===== config.mk =====
export PLATFORM = sky130hd
export DESIGN_NAME = spi_flash_cmd_fe
export DESIGN_NICKNAME = d
export VERILOG_FILES = /design/src/rtl/sfc_pkg.sv /design/src/rtl/sfc_bus_sync.sv /design/src/rtl/sfc_cmd_decode.sv /design/src/rtl/sfc_out_shift.sv /design/src/rtl/spi_flash_cmd_fe.sv
export SDC_FILE = /design/constraint.sdc
export NUM_CORES = 1
export LEC_CHECK = 0
export ABC_CLOCK_PERIOD_IN_PS = 5800
export CORE_UTILIZATION = 55
export CTS_BUF_LIST = sky130_fd_sc_hd__clkbuf_4 sky130_fd_sc_hd__clkbuf_8
export CTS_CLUSTER_DIAMETER = 120
export DETAILED_ROUTE_END_ITERATION = 7
export DONT_BUFFER_PORTS = 1
export GPL_TIMING_DRIVEN = 0
export PLACE_DENSITY_LB_ADDON = 0.25
export SYNTH_ARGS = -nofsm -noshare
export SYNTH_HDL_FRONTEND = slang
export SYNTH_HIERARCHICAL = 1
export SYNTH_SLANG_ARGS = --single-unit
export TNS_END_PERCENT = 1

===== constraint.sdc =====
create_clock -name clk -period 5.8 [get_ports clk]
set_clock_uncertainty 0.05 [all_clocks]
set_input_delay 1.16 -clock clk [delete_from_list [all_inputs] [get_ports clk]]
set_output_delay 1.16 -clock clk [all_outputs]
set_load 0.01 [all_outputs]

===== src/rtl/sfc_pkg.sv =====
// Shared types and constants for the serial flash command front end.
// Assumes 8-bit opcodes and identification bytes sent MSB first.
package sfc_pkg;

    typedef enum logic [2:0] {
        ST_IDLE,
        ST_OPC,
        ST_ADDR,
        ST_PAD,
        ST_DATA,
        ST_IGNORE
    } sfc_state_e;

    typedef enum logic [1:0] {
        ID_NONE,
        ID_JEDEC,
        ID_MFR_DEV,
        ID_DEV
    } id_sel_e;

    // How one opcode proceeds after its 8 clocks.
    typedef struct packed {
        logic       valid;
        logic       needs_quad;
        logic       has_addr;
        logic [2:0] addr_w;    // lanes used for address: 1, 2 or 4
        logic [3:0] pad_clks;  // mode plus dummy clocks after the address
        logic [2:0] data_w;    // lanes used for output: 1, 2 or 4
        id_sel_e    id_sel;    // ID_NONE means data comes from the array
    } cmd_desc_t;

    localparam logic [7:0] OPC_FAST     = 8'h0B;
    localparam logic [7:0] OPC_DUAL_OUT = 8'h3B;
    localparam logic [7:0] OPC_DUAL_IO  = 8'hBB;
    localparam logic [7:0] OPC_QUAD_OUT = 8'h6B;
    localparam logic [7:0] OPC_QUAD_IO  = 8'hEB;
    localparam logic [7:0] OPC_JEDEC    = 8'h9F;
    localparam logic [7:0] OPC_MFR_DEV  = 8'h90;
    localparam logic [7:0] OPC_DEV      = 8'hAB;

    // Byte at position idx of an identification sequence.
    function automatic logic [7:0] id_byte(input id_sel_e sel, input logic [1:0] idx);
        logic [7:0] b;
        case (sel)
            ID_JEDEC:   b = (idx == 2'd0) ? 8'hE0 : (idx == 2'd1) ? 8'h40 : 8'h14;
            ID_MFR_DEV: b = (idx == 2'd0) ? 8'hE0 : 8'h13;
            ID_DEV:     b = 8'h13;
            default:    b = 8'h00;
        endcase
        return b;
    endfunction

    // Length of an identification sequence before it wraps.
    function automatic logic [1:0] id_len(input id_sel_e sel);
        logic [1:0] n;
        case (sel)
            ID_JEDEC:   n = 2'd3;
            ID_MFR_DEV: n = 2'd2;
            default:    n = 2'd1;
        endcase
        return n;
    endfunction

endpackage


===== src/rtl/sfc_bus_sync.sv =====
// Multi-stage synchronizer for the raw serial bus signals.
// Assumes every bit gets the same delay so that lanes stay aligned with sclk.
// All stages reset to zero: chip select seen as low until a real high arrives.
module sfc_bus_sync #(
    parameter int STAGES = 2,
    parameter int W      = 6
) (
    input  logic         clk,
    input  logic         rst_n,
    input  logic [W-1:0] d_in,
    output logic [W-1:0] d_sync
);

    logic [STAGES-1:0][W-1:0] stage_q;

    // Shift the bus one stage per clock.
    always_ff @(posedge clk) begin
        if (!rst_n) begin
            stage_q <= '0;
        end else begin
            stage_q[0] <= d_in;
            for (int i = 1; i < STAGES; i++) begin
                stage_q[i] <= stage_q[i-1];
            end
        end
    end

    assign d_sync = stage_q[STAGES-1];

endmodule


===== src/rtl/sfc_cmd_decode.sv =====
// Opcode decoder: maps an 8-bit opcode to its phase descriptor.
// Purely combinational; quad gating is left to the caller.
module sfc_cmd_decode
    import sfc_pkg::*;
(
    input  logic [7:0] opcode,
    output cmd_desc_t  desc
);

    // Look up the phase plan for the opcode.
    always_comb begin
        desc = '0;
        case (opcode)
            OPC_FAST:     desc = '{valid: 1'b1, needs_quad: 1'b0, has_addr: 1'b1, addr_w: 3'd1,
                                   pad_clks: 4'd8, data_w: 3'd1, id_sel: ID_NONE};
            OPC_DUAL_OUT: desc = '{valid: 1'b1, needs_quad: 1'b0, has_addr: 1'b1, addr_w: 3'd1,
                                   pad_clks: 4'd8, data_w: 3'd2, id_sel: ID_NONE};
            OPC_DUAL_IO:  desc = '{valid: 1'b1, needs_quad: 1'b0, has_addr: 1'b1, addr_w: 3'd2,
                                   pad_clks: 4'd4, data_w: 3'd2, id_sel: ID_NONE};
            OPC_QUAD_OUT: desc = '{valid: 1'b1, needs_quad: 1'b1, has_addr: 1'b1, addr_w: 3'd1,
                                   pad_clks: 4'd8, data_w: 3'd4, id_sel: ID_NONE};
            OPC_QUAD_IO:  desc = '{valid: 1'b1, needs_quad: 1'b1, has_addr: 1'b1, addr_w: 3'd4,
                                   pad_clks: 4'd6, data_w: 3'd4, id_sel: ID_NONE};
            OPC_JEDEC:    desc = '{valid: 1'b1, needs_quad: 1'b0, has_addr: 1'b0, addr_w: 3'd1,
                                   pad_clks: 4'd0, data_w: 3'd1, id_sel: ID_JEDEC};
            OPC_MFR_DEV:  desc = '{valid: 1'b1, needs_quad: 1'b0, has_addr: 1'b1, addr_w: 3'd1,
                                   pad_clks: 4'd0, data_w: 3'd1, id_sel: ID_MFR_DEV};
            OPC_DEV:      desc = '{valid: 1'b1, needs_quad: 1'b0, has_addr: 1'b1, addr_w: 3'd1,
                                   pad_clks: 4'd0, data_w: 3'd1, id_sel: ID_DEV};
            default:      desc = '0;
        endcase
    end

endmodule


===== src/rtl/sfc_out_shift.sv =====
// Output byte shifter for one, two or four lanes.
// A load latches a byte and its lane width; each shift moves it by that width.
// Single-lane data leaves on lane 1; wider modes use lanes from 0 upward, MSB on the top lane.
module sfc_out_shift (
    input  logic       clk,
    input  logic       rst_n,
    input  logic       clear,
    input  logic       load,
    input  logic       shift,
    input  logic [7:0] byte_in,
    input  logic [2:0] width,
    output logic [3:0] lane_out,
    output logic [3:0] lane_oe
);

    logic [7:0] sh_q;
    logic [2:0] w_q;
    logic       drv_q;

    // Hold, load or advance the outgoing byte.
    always_ff @(posedge clk) begin
        if (!rst_n) begin
            sh_q  <= '0;
            w_q   <= 3'd1;
            drv_q <= 1'b0;
        end else if (clear) begin
            drv_q <= 1'b0;
        end else if (load) begin
            sh_q  <= byte_in;
            w_q   <= width;
            drv_q <= 1'b1;
        end else if (shift) begin
            sh_q  <= sh_q << w_q;
        end
    end

    // Place the leading bits on the lanes and enable the lanes in use.
    always_comb begin
        case (w_q)
            3'd4: begin
                lane_out = sh_q[7:4];
                lane_oe  = drv_q ? 4'b1111 : 4'b0000;
            end
            3'd2: begin
                lane_out = {2'b00, sh_q[7:6]};
                lane_oe  = drv_q ? 4'b0011 : 4'b0000;
            end
            default: begin
                lane_out = {2'b00, sh_q[7], 1'b0};
                lane_oe  = drv_q ? 4'b0010 : 4'b0000;
            end
        endcase
    end

endmodule


===== src/rtl/spi_flash_cmd_fe.sv =====
// Serial flash command front end (top).
// Oversamples sclk, cs_n and the lanes with clk, captures an opcode and steps
// through address, pad and data phases as the decoded descriptor dictates.
// Assumes each sclk half period lasts at least SYNC_STAGES + 3 clk cycles and
// that mem_rdata follows mem_addr combinationally.
module spi_flash_cmd_fe
    import sfc_pkg::*;
#(
    parameter int ADDR_W      = 24,
    parameter int SYNC_STAGES = 2
) (
    input  logic              clk,
    input  logic              rst_n,
    input  logic              quad_en,
    input  logic              sclk,
    input  logic              cs_n,
    input  logic [3:0]        lane_in,
    output logic [3:0]        lane_out,
    output logic [3:0]        lane_oe,
    output logic [ADDR_W-1:0] mem_addr,
    output logic              mem_rd,
    input  logic [7:0]        mem_rdata
);

    localparam int CNT_W = $clog2(ADDR_W + 1);
    localparam logic [CNT_W-1:0] LAST_A1 = CNT_W'(ADDR_W - 1);
    localparam logic [CNT_W-1:0] LAST_A2 = CNT_W'(ADDR_W / 2 - 1);
    localparam logic [CNT_W-1:0] LAST_A4 = CNT_W'(ADDR_W / 4 - 1);
    localparam logic [CNT_W-1:0] LAST_OP = CNT_W'(7);

    logic [5:0]        sync_bus;
    logic              s_sclk, s_cs;
    logic [3:0]        s_lane;
    logic              sclk_q, cs_q;
    logic              sclk_rise, sclk_fall, cs_fall;

    sfc_state_e        state_q;
    logic [CNT_W-1:0]  cnt_q;
    logic [6:0]        opc_q;
    logic [7:0]        opc_next;
    logic [ADDR_W-1:0] addr_q, addr_next, mem_addr_q;
    cmd_desc_t         desc_q, dec;
    logic [2:0]        out_cnt_q, out_reload;
    logic [1:0]        id_idx_q;

    int                a_shift;
    logic [3:0]        a_mask;
    logic [CNT_W-1:0]  a_last;
    logic              in_data, load, shift_en;
    logic [7:0]        byte_src;
    logic [3:0]        sh_oe;

    sfc_bus_sync #(.STAGES(SYNC_STAGES), .W(6)) u_sync (
        .clk    (clk),
        .rst_n  (rst_n),
        .d_in   ({lane_in, cs_n, sclk}),
        .d_sync (sync_bus)
    );

    assign s_sclk = sync_bus[0];
    assign s_cs   = sync_bus[1];
    assign s_lane = sync_bus[5:2];

    // Remember the previous synchronized sclk and cs_n for edge detection.
    always_ff @(posedge clk) begin
        if (!rst_n) begin
            sclk_q <= 1'b0;
            cs_q   <= 1'b0;
        end else begin
            sclk_q <= s_sclk;
            cs_q   <= s_cs;
        end
    end

    assign sclk_rise = s_sclk & ~sclk_q;
    assign sclk_fall = ~s_sclk & sclk_q;
    assign cs_fall   = ~s_cs & cs_q;
    assign opc_next  = {opc_q, s_lane[0]};

    sfc_cmd_decode u_dec (
        .opcode (opc_next),
        .desc   (dec)
    );

    // Per-phase address shift amount, lane mask and final count.
    always_comb begin
        case (desc_q.addr_w)
            3'd4:    begin a_shift = 4; a_mask = 4'b1111; a_last = LAST_A4; end
            3'd2:    begin a_shift = 2; a_mask = 4'b0011; a_last = LAST_A2; end
            default: begin a_shift = 1; a_mask = 4'b0001; a_last = LAST_A1; end
        endcase
        case (desc_q.data_w)
            3'd4:    out_reload = 3'd1;
            3'd2:    out_reload = 3'd3;
            default: out_reload = 3'd7;
        endcase
    end

    assign addr_next = (addr_q << a_shift) | {{(ADDR_W-4){1'b0}}, s_lane & a_mask};
    assign byte_src  = (desc_q.id_sel == ID_NONE) ? mem_rdata : id_byte(desc_q.id_sel, id_idx_q);
    assign in_data   = (state_q == ST_DATA) && !s_cs && sclk_fall;
    assign load      = in_data && (out_cnt_q == 3'd0);
    assign shift_en  = in_data && (out_cnt_q != 3'd0);
    assign mem_rd    = load && (desc_q.id_sel == ID_NONE);
    assign mem_addr  = mem_addr_q;

    // Instruction sequencer: opcode, address, pad and data phases.
    always_ff @(posedge clk) begin
        if (!rst_n) begin
            state_q    <= ST_IDLE;
            cnt_q      <= '0;
            opc_q      <= '0;
            addr_q     <= '0;
            desc_q     <= '0;
            out_cnt_q  <= '0;
            id_idx_q   <= '0;
            mem_addr_q <= '0;
        end else if (s_cs) begin
            state_q   <= ST_IDLE;
            cnt_q     <= '0;
            out_cnt_q <= '0;
            id_idx_q  <= '0;
        end else begin
            case (state_q)
                ST_IDLE: begin
                    if (cs_fall) begin
                        state_q <= ST_OPC;
                        cnt_q   <= '0;
                    end
                end
                ST_OPC: begin
                    if (sclk_rise) begin
                        opc_q <= opc_next[6:0];
                        cnt_q <= cnt_q + 1'b1;
                        if (cnt_q == LAST_OP) begin
                            cnt_q  <= '0;
                            desc_q <= dec;
                            if (!dec.valid || (dec.needs_quad && !quad_en))
                                state_q <= ST_IGNORE;
                            else if (dec.has_addr)
                                state_q <= ST_ADDR;
                            else if (dec.pad_clks != 4'd0)
                                state_q <= ST_PAD;
                            else
                                state_q <= ST_DATA;
                        end
                    end
                end
                ST_ADDR: begin
                    if (sclk_rise) begin
                        addr_q <= addr_next;
                        cnt_q  <= cnt_q + 1'b1;
                        if (cnt_q == a_last) begin
                            cnt_q      <= '0;
                            mem_addr_q <= addr_next;
                            state_q    <= (desc_q.pad_clks != 4'd0) ? ST_PAD : ST_DATA;
                        end
                    end
                end
                ST_PAD: begin
                    if (sclk_rise) begin
                        cnt_q <= cnt_q + 1'b1;
                        if (cnt_q == CNT_W'(desc_q.pad_clks - 4'd1)) begin
                            cnt_q   <= '0;
                            state_q <= ST_DATA;
                        end
                    end
                end
                ST_DATA: begin
                    if (load) begin
                        out_cnt_q <= out_reload;
                        if (desc_q.id_sel == ID_NONE)
                            mem_addr_q <= mem_addr_q + 1'b1;
                        else
                            id_idx_q <= (id_idx_q == id_len(desc_q.id_sel) - 2'd1) ? 2'd0 : id_idx_q + 2'd1;
                    end else if (shift_en) begin
                        out_cnt_q <= out_cnt_q - 1'b1;
                    end
                end
                default: ;
            endcase
        end
    end

    sfc_out_shift u_shift (
        .clk      (clk),
        .rst_n    (rst_n),
        .clear    (s_cs),
        .load     (load),
        .shift    (shift_en),
        .byte_in  (byte_src),
        .width    (desc_q.data_w),
        .lane_out (lane_out),
        .lane_oe  (sh_oe)
    );

    assign lane_oe = sh_oe & {4{~cs_n}};

    AST_OE_ONLY_IN_DATA: assert property (@(posedge clk) disable iff (!rst_n)
        (sh_oe != 4'b0000) |-> (state_q == ST_DATA));
    AST_CS_ABORT: assert property (@(posedge clk) disable iff (!rst_n)
        s_cs |=> (state_q == ST_IDLE && sh_oe == 4'b0000));
    AST_QUAD_GATED: assert property (@(posedge clk) disable iff (!rst_n)
        (state_q == ST_OPC && sclk_rise && !s_cs && cnt_q == LAST_OP && dec.needs_quad && !quad_en)
        |=> (state_q == ST_IGNORE));
    AST_IGNORE_SILENT: assert property (@(posedge clk) disable iff (!rst_n)
        (state_q == ST_IGNORE) |-> (sh_oe == 4'b0000 && !mem_rd));
    AST_ID_ONE_LANE: assert property (@(posedge clk) disable iff (!rst_n)
        (state_q == ST_DATA && desc_q.id_sel != ID_NONE) |-> (sh_oe == 4'b0000 || sh_oe == 4'b0010));

endmodule


==> results.tsv <==
metric	value	unit
wire length on met2	8.27	mm
data arrival time of the critical path	1.97	ns
number of instances on the worst hold path	1	
deepest level of the CTS H-tree	3	
worst endpoint required time	4.59	ns
slew at the pin with the worst max-slew slack	0.942	ns
Max Clk Rate	314	MHz
final hold violations	0	
WL per Instance	18.3	um
total power	1.26	mW
top metal layer carrying routed signals	met4	
dominant register cell in the synthesized netlist	sky130_fd_sc_hd__dfxtp_1	
synthesized netlist net count	834	
Root Buffer	sky130_fd_sc_hd__clkbuf_8	
Post-Syn Area	6330	sq um
average size of a mapped cell	7.83	sq um
CTS clock-pin slew for the worst setup and hold paths	0.11	ns
critical path fanouts, max	10	
RSZ-0062 raised after global routing	no	
routability congestion estimate from global placement	0.964	
violation count after the first detailed-routing iteration	637	
most frequent cells in the layout	sky130_fd_sc_hd__nand2_1, sky130_fd_sc_hd__dfxtp_1, sky130_fd_sc_hd__nor2_1, sky130_fd_sc_hd__a21oi_1, sky130_fd_sc_hd__clkbuf_1	
register-to-register path setup slack	3.08	ns
type of the tightest min-delay check	flop to flop	
layout cell share with drive strength beyond 1	11.0	%
Worst Hold Slack	0.396	ns
non-filler cells in the finished layout	965	
number of placement rows	38	
share of the clock period used by the worst path after layout	54.9	%
count of yosys warnings during synthesis	6	
leakage power of the design	2.50	nW
Synth-to-Final Area Change	6.04	%
final layout net count	845	
# DRC	0	
Port-buffer cells	0	
pin count of the biggest net entering global routing	20	
Post-synth EDFFs	0	
type of the worst setup path	flop to output port	
clock tree from TritonCTS	done	
total clock sinks	105	
Total Die Area	12000	sq um
overall via count from detail_route	6093	
clock buffer count from CTS	9	
initial antenna violation count	0	
Setup crit end kind	output port	
Total Negative Setup Slacks	0	ns
pins over their slew limit	0	
met3 layer wire length in the routed design	1.24	mm
GRT overflow	0	
I/O pin count	50	
number of setup violations in the final report	0	
Cell variety after synth	88	
IR Drop Worst-Case VDD	0.000208	V
clock insertion delay at the later pin of the skew report	0.40	ns
hpwl dp	12.6	mm
floorplan die width	109	um
Max-slew headroom	36.6	%
Post-Route WL	17.6	mm
count of placed standard cells including taps	949	
Setup crit start kind	flop	
max-cap violations	0	
total routing usage reported by global routing	30.5	%
metal1 wirelength	7.47	mm
outcome	completed	
total power per unit cell area	188	nW/um^2
average vias per placed instance	6.31	
sequential share of the synthesized area	33.2	%
effective utilization at floorplan	57.4	%
first-pass GRT wire length	28.1	mm
final critical-path required period	3.18	ns
clk buf depth	2	
count of antenna-violating nets left after detailed routing	0	
R2R depth	7	
share of the core filled with cells in the final layout	60.9	%
count of hold-fix buffers inserted at cts	0	
Post-synth ARST share	0	%
floorplan die height	109	um
most common cell after layout, fill and taps aside	sky130_fd_sc_hd__nand2_1	
antenna diode instance count	0	
postcts setup bufs	0	
post-cts gate resize count	0	
standard cell core area	11000	sq um
flip-flop and latch count after synthesis	105	
detailed-router iteration count before antenna repair	5	
vias in the first global route	5675	
number of standard cells after synthesis	809	
-- through the flow --
stage	cell area [sq um]	setup WS [ns]
detailed placement	6510	3.06
global placement	6510	3.06
finish	6720	2.62
CTS	6720	2.62
floorplan	6330	3.25
global route	6720	2.47
-- critical path, stage by stage, from the launching register on --
cell	delay, ns
sky130_fd_sc_hd__dfxtp_1	0.32
sky130_fd_sc_hd__buf_2	0.19
sky130_fd_sc_hd__nor3b_2	0.38
sky130_fd_sc_hd__nand4_1	0.32
sky130_fd_sc_hd__nor3_1	0.36
-- final timing paths --
path | from | end
hold reg to reg | u_sync/stage_q[4] | u_sync/d_sync[4]
setup / recovery | state_q[2] | mem_rd
setup reg to reg | mem_addr[0] | mem_addr[20]
hold / removal | u_sync/stage_q[4] | u_sync/d_sync[4]
-- layout make-up --
| type | count | area [sq um] |
|---|---|---|
| multi-input combinational | 621 | 3820 |
| clock buffer | 9 | 124 |
| buffer | 69 | 364 |
| sequential | 105 | 2100 |
| inverter | 14 | 52.6 |
| tap | 140 | 175 |
| fill | 1013 | 4310 |
| clock inverter | 7 | 83.8 |
-- power by group --
group | internal [mW] | switching, mW | total [mW]
sequential | 0.725 | 0.00123 | 0.726
combinational | 0.0120 | 0.0263 | 0.0383
clock | 0.208 | 0.292 | 0.500
-- registers in the layout, indices dropped and copies added, names as in the netlist --
name / cells
addr_q: 23
cnt_q: 5
cs_q: 1
desc_q: 12
id_idx_q: 2
mem_addr: 24
opc_q: 7
out_cnt_q: 3
sclk_q: 1
state_q: 3
u_shift/drv_q: 1
u_shift/sh_q: 8
u_shift/w_q: 3
u_sync/d_sync: 6
u_sync/stage_q: 6
-- cells in the mapped netlist (9+ instances only) --
| master | n | area, sq um |
|---|---|---|
| sky130_fd_sc_hd__buf_2 | 15 | 75.1 |
| sky130_fd_sc_hd__a21oi_1 | 67 | 335 |
| sky130_fd_sc_hd__o22ai_1 | 9 | 56.3 |
| sky130_fd_sc_hd__dfxtp_1 | 105 | 2100 |
| sky130_fd_sc_hd__clkbuf_1 | 35 | 131 |
| sky130_fd_sc_hd__mux2i_1 | 33 | 330 |
| sky130_fd_sc_hd__and3_1 | 12 | 75.1 |
| sky130_fd_sc_hd__nor3_1 | 13 | 65.1 |
| sky130_fd_sc_hd__nor2b_1 | 11 | 68.8 |
| sky130_fd_sc_hd__buf_4 | 13 | 97.6 |
| sky130_fd_sc_hd__o21ai_0 | 34 | 170 |
| sky130_fd_sc_hd__and2_1 | 12 | 75.1 |
| sky130_fd_sc_hd__o22a_1 | 10 | 87.6 |
| sky130_fd_sc_hd__nand2_1 | 118 | 443 |
| sky130_fd_sc_hd__nand2b_1 | 13 | 81.3 |
| sky130_fd_sc_hd__a31oi_1 | 12 | 75.1 |
| sky130_fd_sc_hd__nor2_1 | 87 | 327 |
| sky130_fd_sc_hd__inv_1 | 12 | 45.0 |
| sky130_fd_sc_hd__nand3_1 | 14 | 70.1 |
-- per-layer routing --
| layer | vias to the layer above | track usage [%] |
|---|---|---|
| met5 | - | 0 |
| met3 | 47 | 7.29 |
| met4 | 0 | 15.4 |
| met1 | 2894 | 37.1 |
| li1 | 2903 | - |
| met2 | 249 | 50.1 |
-- kinds of logic after synthesis --
family                     synth area share [%]
other                                    0.0592
adders and majority gates                  1.58
DFF                                        33.2
xor gates and xnor gates                   1.38
AOI/OAI and AO/OA                          23.1
buffers and inverters                      6.58
and+or+nand+nor                            27.1
muxes                                      6.99
Note: power is estimated with default switching activity, not from simulation.
